`config.mk`:
```
export PLATFORM = sky130hd
export DESIGN_NAME = sxc_xcvr
export DESIGN_NICKNAME = d
export VERILOG_FILES = /design/src/rtl/sxc_pkg.sv /design/src/rtl/sxc_tick_gen.sv /design/src/rtl/sxc_tx.sv /design/src/rtl/sxc_rx.sv /design/src/rtl/sxc_xcvr.sv
export SDC_FILE = /design/constraint.sdc
export NUM_CORES = 1
export LEC_CHECK = 0
export ABC_AREA = 1
export ABC_CLOCK_PERIOD_IN_PS = 6900
export BUFFER_PORTS_ARGS = -buffer_cell sky130_fd_sc_hd__buf_4
export CAP_MARGIN = 20
export CORE_MARGIN = 10
export CORE_UTILIZATION = 50
export CTS_CLUSTER_SIZE = 24
export DETAILED_ROUTE_END_ITERATION = 8
export GPL_TIMING_DRIVEN = 0
export PLACE_DENSITY = 0.69
export SLEW_MARGIN = 20
export SYNTH_ARGS = -nofsm -noshare
export SYNTH_HDL_FRONTEND = slang
export SYNTH_SLANG_ARGS = --single-unit
```
`constraint.sdc`:
```
create_clock -name clk -period 6.9 [get_ports clk]
set_clock_uncertainty 0.15 [all_clocks]
set_input_delay 0.69 -clock clk [delete_from_list [all_inputs] [get_ports clk]]
set_output_delay 0.69 -clock clk [all_outputs]
set_load 0.01 [all_outputs]
```
`src/rtl/sxc_pkg.sv`:
```
package sxc_pkg;

    typedef struct packed {
        logic char7;
        logic par_en;
        logic stop2;
        logic par_odd;
    } frame_cfg_t;

    typedef enum logic [2:0] {
        PH_IDLE,
        PH_START,
        PH_DATA,
        PH_PAR,
        PH_STOP,
        PH_STOP2
    } phase_e;

    // index of the last data bit for the selected length
    function automatic logic [2:0] last_bit(frame_cfg_t c);
        return c.char7 ? 3'd6 : 3'd7;
    endfunction

    // parity bit that completes the selected sense over the active data bits
    function automatic logic parity_of(logic [7:0] d, frame_cfg_t c);
        logic [7:0] m;
        m = c.char7 ? {1'b0, d[6:0]} : d;
        return (^m) ^ c.par_odd;
    endfunction

endpackage

```
`src/rtl/sxc_tick_gen.sv`:
```
module sxc_tick_gen #(
    parameter int DIV_W       = 16,
    parameter int SYNC_STAGES = 2
) (
    input  logic             clk,
    input  logic             rst_n,
    input  logic             ext_sel,
    input  logic             out_en,
    input  logic [DIV_W-1:0] div,
    input  logic             sck_in,
    output logic             tick,
    output logic             sck_out,
    output logic             sck_oe
);

    localparam int TOP = SYNC_STAGES - 1;

    typedef struct packed {
        logic [DIV_W-1:0]       cnt;
        logic [SYNC_STAGES-1:0] sync;
        logic                   prev;
        logic                   tick;
        logic                   ck;
    } tg_state_t;

    tg_state_t q, d;

    always_comb begin
        d      = q;
        d.tick = 1'b0;
        d.sync = {q.sync[TOP-1:0], sck_in};
        d.prev = q.sync[TOP];
        if (ext_sel) begin
            d.cnt  = '0;
            d.ck   = 1'b0;
            d.tick = q.sync[TOP] & ~q.prev;
        end else begin
            if (div < DIV_W'(2) || q.cnt >= div - 1'b1) begin
                d.cnt  = '0;
                d.tick = 1'b1;
            end else begin
                d.cnt = q.cnt + 1'b1;
            end
            d.ck = (d.cnt >= (div >> 1));
        end
    end

    always_ff @(posedge clk or negedge rst_n) begin
        if (!rst_n) begin
            q <= '0;
        end else begin
            q <= d;
        end
    end

    assign tick    = q.tick;
    assign sck_oe  = out_en & ~ext_sel;
    assign sck_out = q.ck & sck_oe;

    // an external edge yields one tick, never two in a row
    a_r6_tick_single: assert property (@(posedge clk) disable iff (!rst_n)
        (ext_sel && $past(ext_sel) && tick) |=> !tick);

endmodule

```
`src/rtl/sxc_tx.sv`:
```
module sxc_tx
    import sxc_pkg::*;
#(
    parameter int OVS = 16
) (
    input  logic       clk,
    input  logic       rst_n,
    input  logic       tick,
    input  frame_cfg_t cfg,
    input  logic [7:0] data,
    input  logic       valid,
    output logic       ready,
    output logic       txd
);

    localparam int CNT_W = $clog2(OVS);
    localparam logic [CNT_W-1:0] LAST_TICK = CNT_W'(OVS - 1);

    typedef struct packed {
        phase_e     phase;
        frame_cfg_t cfg;
        logic [7:0] sh;
        logic       par;
        logic [2:0] bitn;
        logic [CNT_W-1:0] tcnt;
        logic       txd;
    } tx_state_t;

    tx_state_t q, d;

    always_comb begin
        d = q;
        if (q.phase == PH_IDLE) begin
            d.txd = 1'b1;
            if (valid) begin
                d.cfg   = cfg;
                d.sh    = data;
                d.par   = parity_of(data, cfg);
                d.phase = PH_START;
                d.tcnt  = '0;
                d.txd   = 1'b0;
            end
        end else if (tick) begin
            if (q.tcnt != LAST_TICK) begin
                d.tcnt = q.tcnt + 1'b1;
            end else begin
                d.tcnt = '0;
                case (q.phase)
                    PH_START: begin
                        d.phase = PH_DATA;
                        d.bitn  = '0;
                        d.txd   = q.sh[0];
                    end
                    PH_DATA: begin
                        if (q.bitn == last_bit(q.cfg)) begin
                            if (q.cfg.par_en) begin
                                d.phase = PH_PAR;
                                d.txd   = q.par;
                            end else begin
                                d.phase = PH_STOP;
                                d.txd   = 1'b1;
                            end
                        end else begin
                            d.bitn = q.bitn + 1'b1;
                            d.sh   = q.sh >> 1;
                            d.txd  = q.sh[1];
                        end
                    end
                    PH_PAR: begin
                        d.phase = PH_STOP;
                        d.txd   = 1'b1;
                    end
                    PH_STOP: begin
                        d.phase = q.cfg.stop2 ? PH_STOP2 : PH_IDLE;
                        d.txd   = 1'b1;
                    end
                    default: begin
                        d.phase = PH_IDLE;
                        d.txd   = 1'b1;
                    end
                endcase
            end
        end
    end

    always_ff @(posedge clk or negedge rst_n) begin
        if (!rst_n) begin
            q       <= '0;
            q.phase <= PH_IDLE;
            q.txd   <= 1'b1;
        end else begin
            q <= d;
        end
    end

    assign ready = (q.phase == PH_IDLE);
    assign txd   = q.txd;

    // an accepted byte drives the start bit in the next cycle and blocks writes
    a_r4_start_follows: assert property (@(posedge clk) disable iff (!rst_n)
        (valid && ready) |=> (!txd && !ready));

    // the line rests high whenever the transmitter is free
    a_r3_idle_high: assert property (@(posedge clk) disable iff (!rst_n)
        ready |-> txd);

endmodule

```
`src/rtl/sxc_rx.sv`:
```
module sxc_rx
    import sxc_pkg::*;
#(
    parameter int OVS = 16
) (
    input  logic       clk,
    input  logic       rst_n,
    input  logic       tick,
    input  frame_cfg_t cfg,
    input  logic       rxd,
    input  logic       rd,
    output logic [7:0] data,
    output logic       valid,
    output logic       par_err,
    output logic       frm_err
);

    localparam int CNT_W = $clog2(OVS);
    localparam logic [CNT_W-1:0] LAST_TICK = CNT_W'(OVS - 1);
    localparam logic [CNT_W-1:0] MID_TICK  = CNT_W'(OVS / 2 - 1);

    typedef struct packed {
        logic [1:0] sync;
        logic       prev;
        phase_e     phase;
        frame_cfg_t cfg;
        logic [7:0] sh;
        logic [2:0] bitn;
        logic [CNT_W-1:0] tcnt;
        logic       par_bit;
        logic [7:0] data;
        logic       valid;
        logic       perr;
        logic       ferr;
    } rx_state_t;

    rx_state_t q, d;
    logic       line;
    logic [7:0] word;

    assign line = q.sync[1];
    assign word = q.cfg.char7 ? {1'b0, q.sh[7:1]} : q.sh;

    always_comb begin
        d      = q;
        d.sync = {q.sync[0], rxd};
        d.prev = q.sync[1];
        if (rd) begin
            d.valid = 1'b0;
        end
        case (q.phase)
            PH_IDLE: begin
                if (!line && q.prev) begin
                    d.phase = PH_START;
                    d.tcnt  = '0;
                    d.cfg   = cfg;
                end
            end
            PH_START: begin
                if (tick) begin
                    if (q.tcnt == MID_TICK) begin
                        d.tcnt  = '0;
                        d.bitn  = '0;
                        d.phase = line ? PH_IDLE : PH_DATA;
                    end else begin
                        d.tcnt = q.tcnt + 1'b1;
                    end
                end
            end
            default: begin
                if (tick) begin
                    if (q.tcnt != LAST_TICK) begin
                        d.tcnt = q.tcnt + 1'b1;
                    end else begin
                        d.tcnt = '0;
                        case (q.phase)
                            PH_DATA: begin
                                d.sh = {line, q.sh[7:1]};
                                if (q.bitn == last_bit(q.cfg)) begin
                                    d.phase = q.cfg.par_en ? PH_PAR : PH_STOP;
                                end else begin
                                    d.bitn = q.bitn + 1'b1;
                                end
                            end
                            PH_PAR: begin
                                d.par_bit = line;
                                d.phase   = PH_STOP;
                            end
                            PH_STOP: begin
                                d.data  = word;
                                d.valid = 1'b1;
                                d.ferr  = ~line;
                                d.perr  = q.cfg.par_en &&
                                          (q.par_bit != parity_of(word, q.cfg));
                                d.phase = q.cfg.stop2 ? PH_STOP2 : PH_IDLE;
                            end
                            default: begin
                                d.phase = PH_IDLE;
                            end
                        endcase
                    end
                end
            end
        endcase
    end

    always_ff @(posedge clk or negedge rst_n) begin
        if (!rst_n) begin
            q       <= '0;
            q.sync  <= 2'b11;
            q.prev  <= 1'b1;
            q.phase <= PH_IDLE;
        end else begin
            q <= d;
        end
    end

    assign data    = q.data;
    assign valid   = q.valid;
    assign par_err = q.perr;
    assign frm_err = q.ferr;

    // an acknowledge with no character completing clears the flag
    a_r11_read_clears: assert property (@(posedge clk) disable iff (!rst_n)
        (rd && valid && q.phase != PH_STOP) |=> !valid);

    // the held character only changes together with a valid flag
    a_r11_data_with_valid: assert property (@(posedge clk) disable iff (!rst_n)
        !$stable(data) |-> valid);

endmodule

```
`src/rtl/sxc_xcvr.sv`:
```
module sxc_xcvr
    import sxc_pkg::*;
#(
    parameter int DIV_W = 16,
    parameter int OVS   = 16
) (
    input  logic             clk,
    input  logic             rst_n,
    input  logic             cfg_char7,
    input  logic             cfg_par_en,
    input  logic             cfg_par_odd,
    input  logic             cfg_stop2,
    input  logic             cfg_ext_clk,
    input  logic             cfg_clk_out_en,
    input  logic [DIV_W-1:0] baud_div,
    input  logic             sck_in,
    output logic             sck_out,
    output logic             sck_oe,
    input  logic [7:0]       tx_data,
    input  logic             tx_valid,
    output logic             tx_ready,
    output logic             txd,
    input  logic             rxd,
    input  logic             rx_read,
    output logic [7:0]       rx_data,
    output logic             rx_valid,
    output logic             rx_par_err,
    output logic             rx_frm_err
);

    frame_cfg_t fmt;
    logic       tick;

    always_comb begin
        fmt.char7   = cfg_char7;
        fmt.par_en  = cfg_par_en;
        fmt.stop2   = cfg_stop2;
        fmt.par_odd = cfg_par_odd;
    end

    sxc_tick_gen #(.DIV_W(DIV_W), .SYNC_STAGES(2)) u_tick (
        .clk     (clk),
        .rst_n   (rst_n),
        .ext_sel (cfg_ext_clk),
        .out_en  (cfg_clk_out_en),
        .div     (baud_div),
        .sck_in  (sck_in),
        .tick    (tick),
        .sck_out (sck_out),
        .sck_oe  (sck_oe)
    );

    sxc_tx #(.OVS(OVS)) u_tx (
        .clk   (clk),
        .rst_n (rst_n),
        .tick  (tick),
        .cfg   (fmt),
        .data  (tx_data),
        .valid (tx_valid),
        .ready (tx_ready),
        .txd   (txd)
    );

    sxc_rx #(.OVS(OVS)) u_rx (
        .clk     (clk),
        .rst_n   (rst_n),
        .tick    (tick),
        .cfg     (fmt),
        .rxd     (rxd),
        .rd      (rx_read),
        .data    (rx_data),
        .valid   (rx_valid),
        .par_err (rx_par_err),
        .frm_err (rx_frm_err)
    );

endmodule

```
# ---- Yosys cells after proc, flatten, opt, wreduce, memory -nomap -nowiden
# Index checks and enable logic that the tools add are counted.
dict set report word_totals {
  regBits 82
  elab_cells 165
}
dict set report classes {
  n_addsub 6
  order_cmp 3
  n_eq_ne 26
  n_mux 60
  n_bitwise 13
  n_reduce_logical 27
}
# operator n
set ops {}
lappend ops {{$mux W16} 4}
lappend ops {{$mux W8} 8}
lappend ops {{$mux W3} 19}
lappend ops {{$mux W19} 1}
lappend ops {{$pmux W3 S2} 3}
lappend ops {{$add A16 B1 Y16 const B} 1}
lappend ops {{$ge A16 B15 Y1} 1}
lappend ops {{$ge A16 B16 Y1} 1}
lappend ops {{$lt A16 B2 Y1 const B} 1}
lappend ops {{$mux W4} 4}
lappend ops {{$reduce_and A4 Y1} 4}
lappend ops {{$reduce_xor A8 Y1} 2}
lappend ops {{$sub A16 B1 Y16 const B} 1}
lappend ops {{$mux W5} 3}
lappend ops {{$mux W7} 2}
lappend ops {{$ne A2 B2 Y1 const B} 7}
lappend ops {{$eq A3 B2 Y1 const B} 4}
lappend ops {{$mux W12} 1}
lappend ops {{$pmux W3 S4} 1}
lappend ops {{$reduce_and A6 Y1} 2}
lappend ops {{$mux W11} 1}
lappend ops {{$reduce_and A5 Y1} 2}
lappend ops {{$reduce_bool A2 Y1} 5}
lappend ops {{$pmux W3 S3} 1}
lappend ops {{other kinds (26)} 56}

# ---- Longest topological paths before layout
dict set report logic_depth {
  word_depth 10
  ltp_mapped 35
}

# ---- Cells and area by module
# A second synthesis with hierarchy kept.
dict set report hier_totals {
  hier_cells 760
  hier_area_um2 5704.2
}
# module instances cells_each area_each_um2 seq_area_each_um2
set modules_own_cells {}
lappend modules_own_cells {sxc_tick_gen 1 302 2199.6 525.5}
lappend modules_own_cells {sxc_rx 1 263 2068.2 929.6}
lappend modules_own_cells {sxc_tx 1 195 1436.4 576.8}

# ---- Least setup slack after synthesis
# Ideal clock, no wire load.
dict set report synth_path {
  kind {input -> register}
  from {input baud_div[5]}
  to {register u_tick.q[0] in the netlist's numbering}
  arrival_ps 3866
  t_required_ps 6612
  slack_ps 2746
  cell_stages 34
  cell_sequence {inv_1 nand2_1 nor2_2 inv_1 nor3_4 nand4_1 nor2_1 nand3_1 xor2_1 inv_1 ha_1 a21oi_1 o21a_1 nand2_1 nor2_1 nand2_1 buf_2 buf_2 nor3_1 ha_1 nand2_1 inv_1 nand2_1 nand2_1 nand2_1 nand2_1 nand2_1 nand2_1 nand2_1 nand2_1 nand2_1 nand2_1 nand2_1 a21oi_1}
}
# item line
set synth_lines {}
lappend synth_lines {{start: declaration} sxc_xcvr.sv:15} ;# input logic [DIV_W-1:0] baud_div,
lappend synth_lines {{end signal: assignment} sxc_tick_gen.sv:50} ;# q <= '0;
lappend synth_lines {{end signal: assignment} sxc_tick_gen.sv:52} ;# q <= d;
lappend synth_lines {{end: declaration} sxc_tick_gen.sv:26} ;# tg_state_t q, d;

==> run metrics <==
Worst path most repeated cell nand2_1; placed insts around 860; total power draw approximately 1.3 mW; Worst Reg-to-Reg Cells 25; Final Core Density roughly three fifths; post-synthesis cell type count 39; I/O Buffers 50; Worst Path Arrival about 4.6 ns; Post-CTS Setup Repair Bufs 0; clock tree buffer depth 2; pin count of the biggest net entering global routing just over 80; Pleak 3.025 nW; top-count cell post-synth nand2_1; Die H 121.7 um; Power Density about 210 nW/um2; first-pass GRT wire length 19,420 um; critical path's slowest cell ha_1; number of buffers created by CTS 9; area grow syn2layout 15.34%; routability cong. 0.8992; Critical R2R Launch u_tick.q[10]; CORE AREA 10,180 um2; CTS Hold Bufs 0; Crit Path Category in -> reg; status complete, no violations; crit path max fanout 10; Routed WL per cell 12.66 um; Slew Viols, Final 0; Setup Slack @ Placement 1.966 ns; post-route cell area about 6000 um2; synthesized instance count approximately 670; RSZ-0062 raised after global routing false; PostCTS Resize Cnt 0; biggest area consumer among synthesized cells dfrtp_1; fin cells 873; Diodes inserted 0; # H-tree levels 3; DRC Markers 0; drt pass-1 iters 4; Synth Flop Type dfrtp_1; share of layout cells above drive strength 1 13.84%; CTS clk-pin slew, worst paths 0.08 ns; syn avg cell area 7.709 um2; post-place instance area 5718 um2; CTS tree done; num ports 51; CP startpoint kind primary input; register area share after synthesis 39.28%; number of antenna violations at the first check in global routing 0; FF+latch count, synth 81; total gr overflow 0; yosys warns 0; count of final setup violators 0; EDFF count, synth 0; Data required, critical path 6.96 ns; nature of the critical path endpoint flip-flop; Max-Cap Viols 0; Least-Margin Pin Slew 0.7188 ns; # nets final about 810; slew margin rel. 52.08%; Hold Path Class in -> async; Total GRT Usage 15.80%; Initial Util 50.79%; hold slack final about 0.21 ns; Fmax 221.0 MHz; vias in the first global route 4,438; reg-to-reg slack, setup 3.68 ns; Post-Syn Area 5172 um2; setup_tns 0 ns; final worst-path cycle share between 60% and 70%; Net Count, Synth 744; Detail Route Antenna Nets 0; top cell type's share of synthesized area 37.25%; maximum vdd drop 0.1128 mV; count of final hold-check violations 0; fraction of registers with async set/reset 100.0%; row count 37; Clock Sink Count 81; Final Critical Period 4.524 ns; die area about 15,000 um2; vias per inst 4.966; Vias approximately 4,300; die span in x 121.7 um; most frequent cells after synthesis nand2_1 (161), inv_1 (99), dfrtp_1 (77), o21ai_0 (59), nor2_1 (54); DRT Wirelength roughly 11,000 um; Skew-Pair Late Insertion Delay 0.36 ns; initial DRC count around 240; CP peak stage delay around 0.3 ns; synth top area cells dfrtp_1 (37%), nand2_1 (12%), ha_1 (9.0%), inv_1 (7.2%), o21ai_0 (5.7%); Detailed Place HPWL 8813 um; final worst setup slack 2.376 ns; Clock Tree Root clkbuf_8; Reg-to-Reg End u_tick.q[0]
-- cell families (layout without fill, tap and decap cells) --
logic type                 count (synthesis)  after routing  synth area share, %
adders and majority gates                 37             37                8.950
AOI/OAI and AO/OA                        104            104                10.91
DFF                                       81             81                39.28
buffers and inverters                    121            187                10.09
xor gates and xnor gates                  37             37                6.265
and+or+nand+nor                          291            291                24.50
-- report_power, final --
group          leakage (nW)  switching (mW)  internal, mW
sequential             1.05          0.0460         0.531
clock                 0.120           0.167         0.250
combinational          1.86           0.169         0.105
total                  3.02           0.383         0.887
-- registers in the layout, summed over array words and instances, names as in the netlist --
name / flops
u_rx.par_err: 1
u_rx.d: 2
u_tx.txd: 1
u_tick.q: 18
u_tx.q: 22
u_rx.valid: 1
u_rx.data: 8
u_rx.q: 24
u_tick.tick: 1
u_tick.d: 2
u_rx.frm_err: 1
-- critical path, delay by kind of cell --
kind	cells	cell delay, ns
and+or+nand+nor	22	2.03
buffers and inverters	7	0.81
adders and majority gates	2	0.58
AOI/OAI and AO/OA	3	0.36
xor gates and xnor gates	1	0.14
-- area by class of cell --
class / count / area (um2)
clock inverters: 5 / 102.6
fillers: 938 / 4219
flip-flops and latches: 81 / 2032
inverters: 102 / 382.9
repair buffers: 50 / 379.1
clock buffers: 11 / 141.4
plain buffers: 19 / 138.9
well taps: 136 / 170.2
multi-input cells: 469 / 2619
-- per-layer routing --
layer / track usage [%] / share of wire [%] / up-vias
li1: - / - / 2278
met1: 19.07 / 46 / 1985
met2: 27.06 / 49 / 62
met3: 3.238 / 2.9 / 10
met4: 6.185 / 1.6 / 0
met5: 0 / 0 / -
-- layout by cell type, fill, tap and decap left out, types with 3 or more instances in the layout --
master | synthesis | final
nand2_1 | 161 | 161
inv_1 | 99 | 99
dfrtp_1 | 77 | 77
o21ai_0 | 59 | 59
buf_4 | 9 | 58
nor2_1 | 54 | 54
ha_1 | 37 | 37
a21oi_1 | 26 | 26
xor2_1 | 23 | 23
nor3_1 | 23 | 23
nand3_1 | 19 | 19
xnor2_1 | 14 | 14
nand4_1 | 11 | 11
clkbuf_8 | 0 | 10
nor2_2 | 5 | 5
buf_6 | 4 | 5
nor4_1 | 5 | 5
a31oi_1 | 4 | 4
clkbuf_1 | 3 | 4
dfstp_2 | 4 | 4
buf_2 | 3 | 3
o22ai_1 | 3 | 3
o21ai_2 | 3 | 3
bufinv_16 | 0 | 3
-- worst max-delay path by stage --
stage / start / to / cells past startpoint
5_1_grt: baud_div[5] / u_tick.q[0] / 35
2_1_floorplan: baud_div[5] / u_tick.q[0] / 34
3_5_place_dp: baud_div[5] / u_tick.q[0] / 35
6_report: baud_div[5] / u_tick.q[0] / 35
3_3_place_gp: baud_div[5] / u_tick.q[0] / 35
4_1_cts: baud_div[5] / u_tick.q[0] / 35
Note: power is estimated with default switching activity, not from simulation.
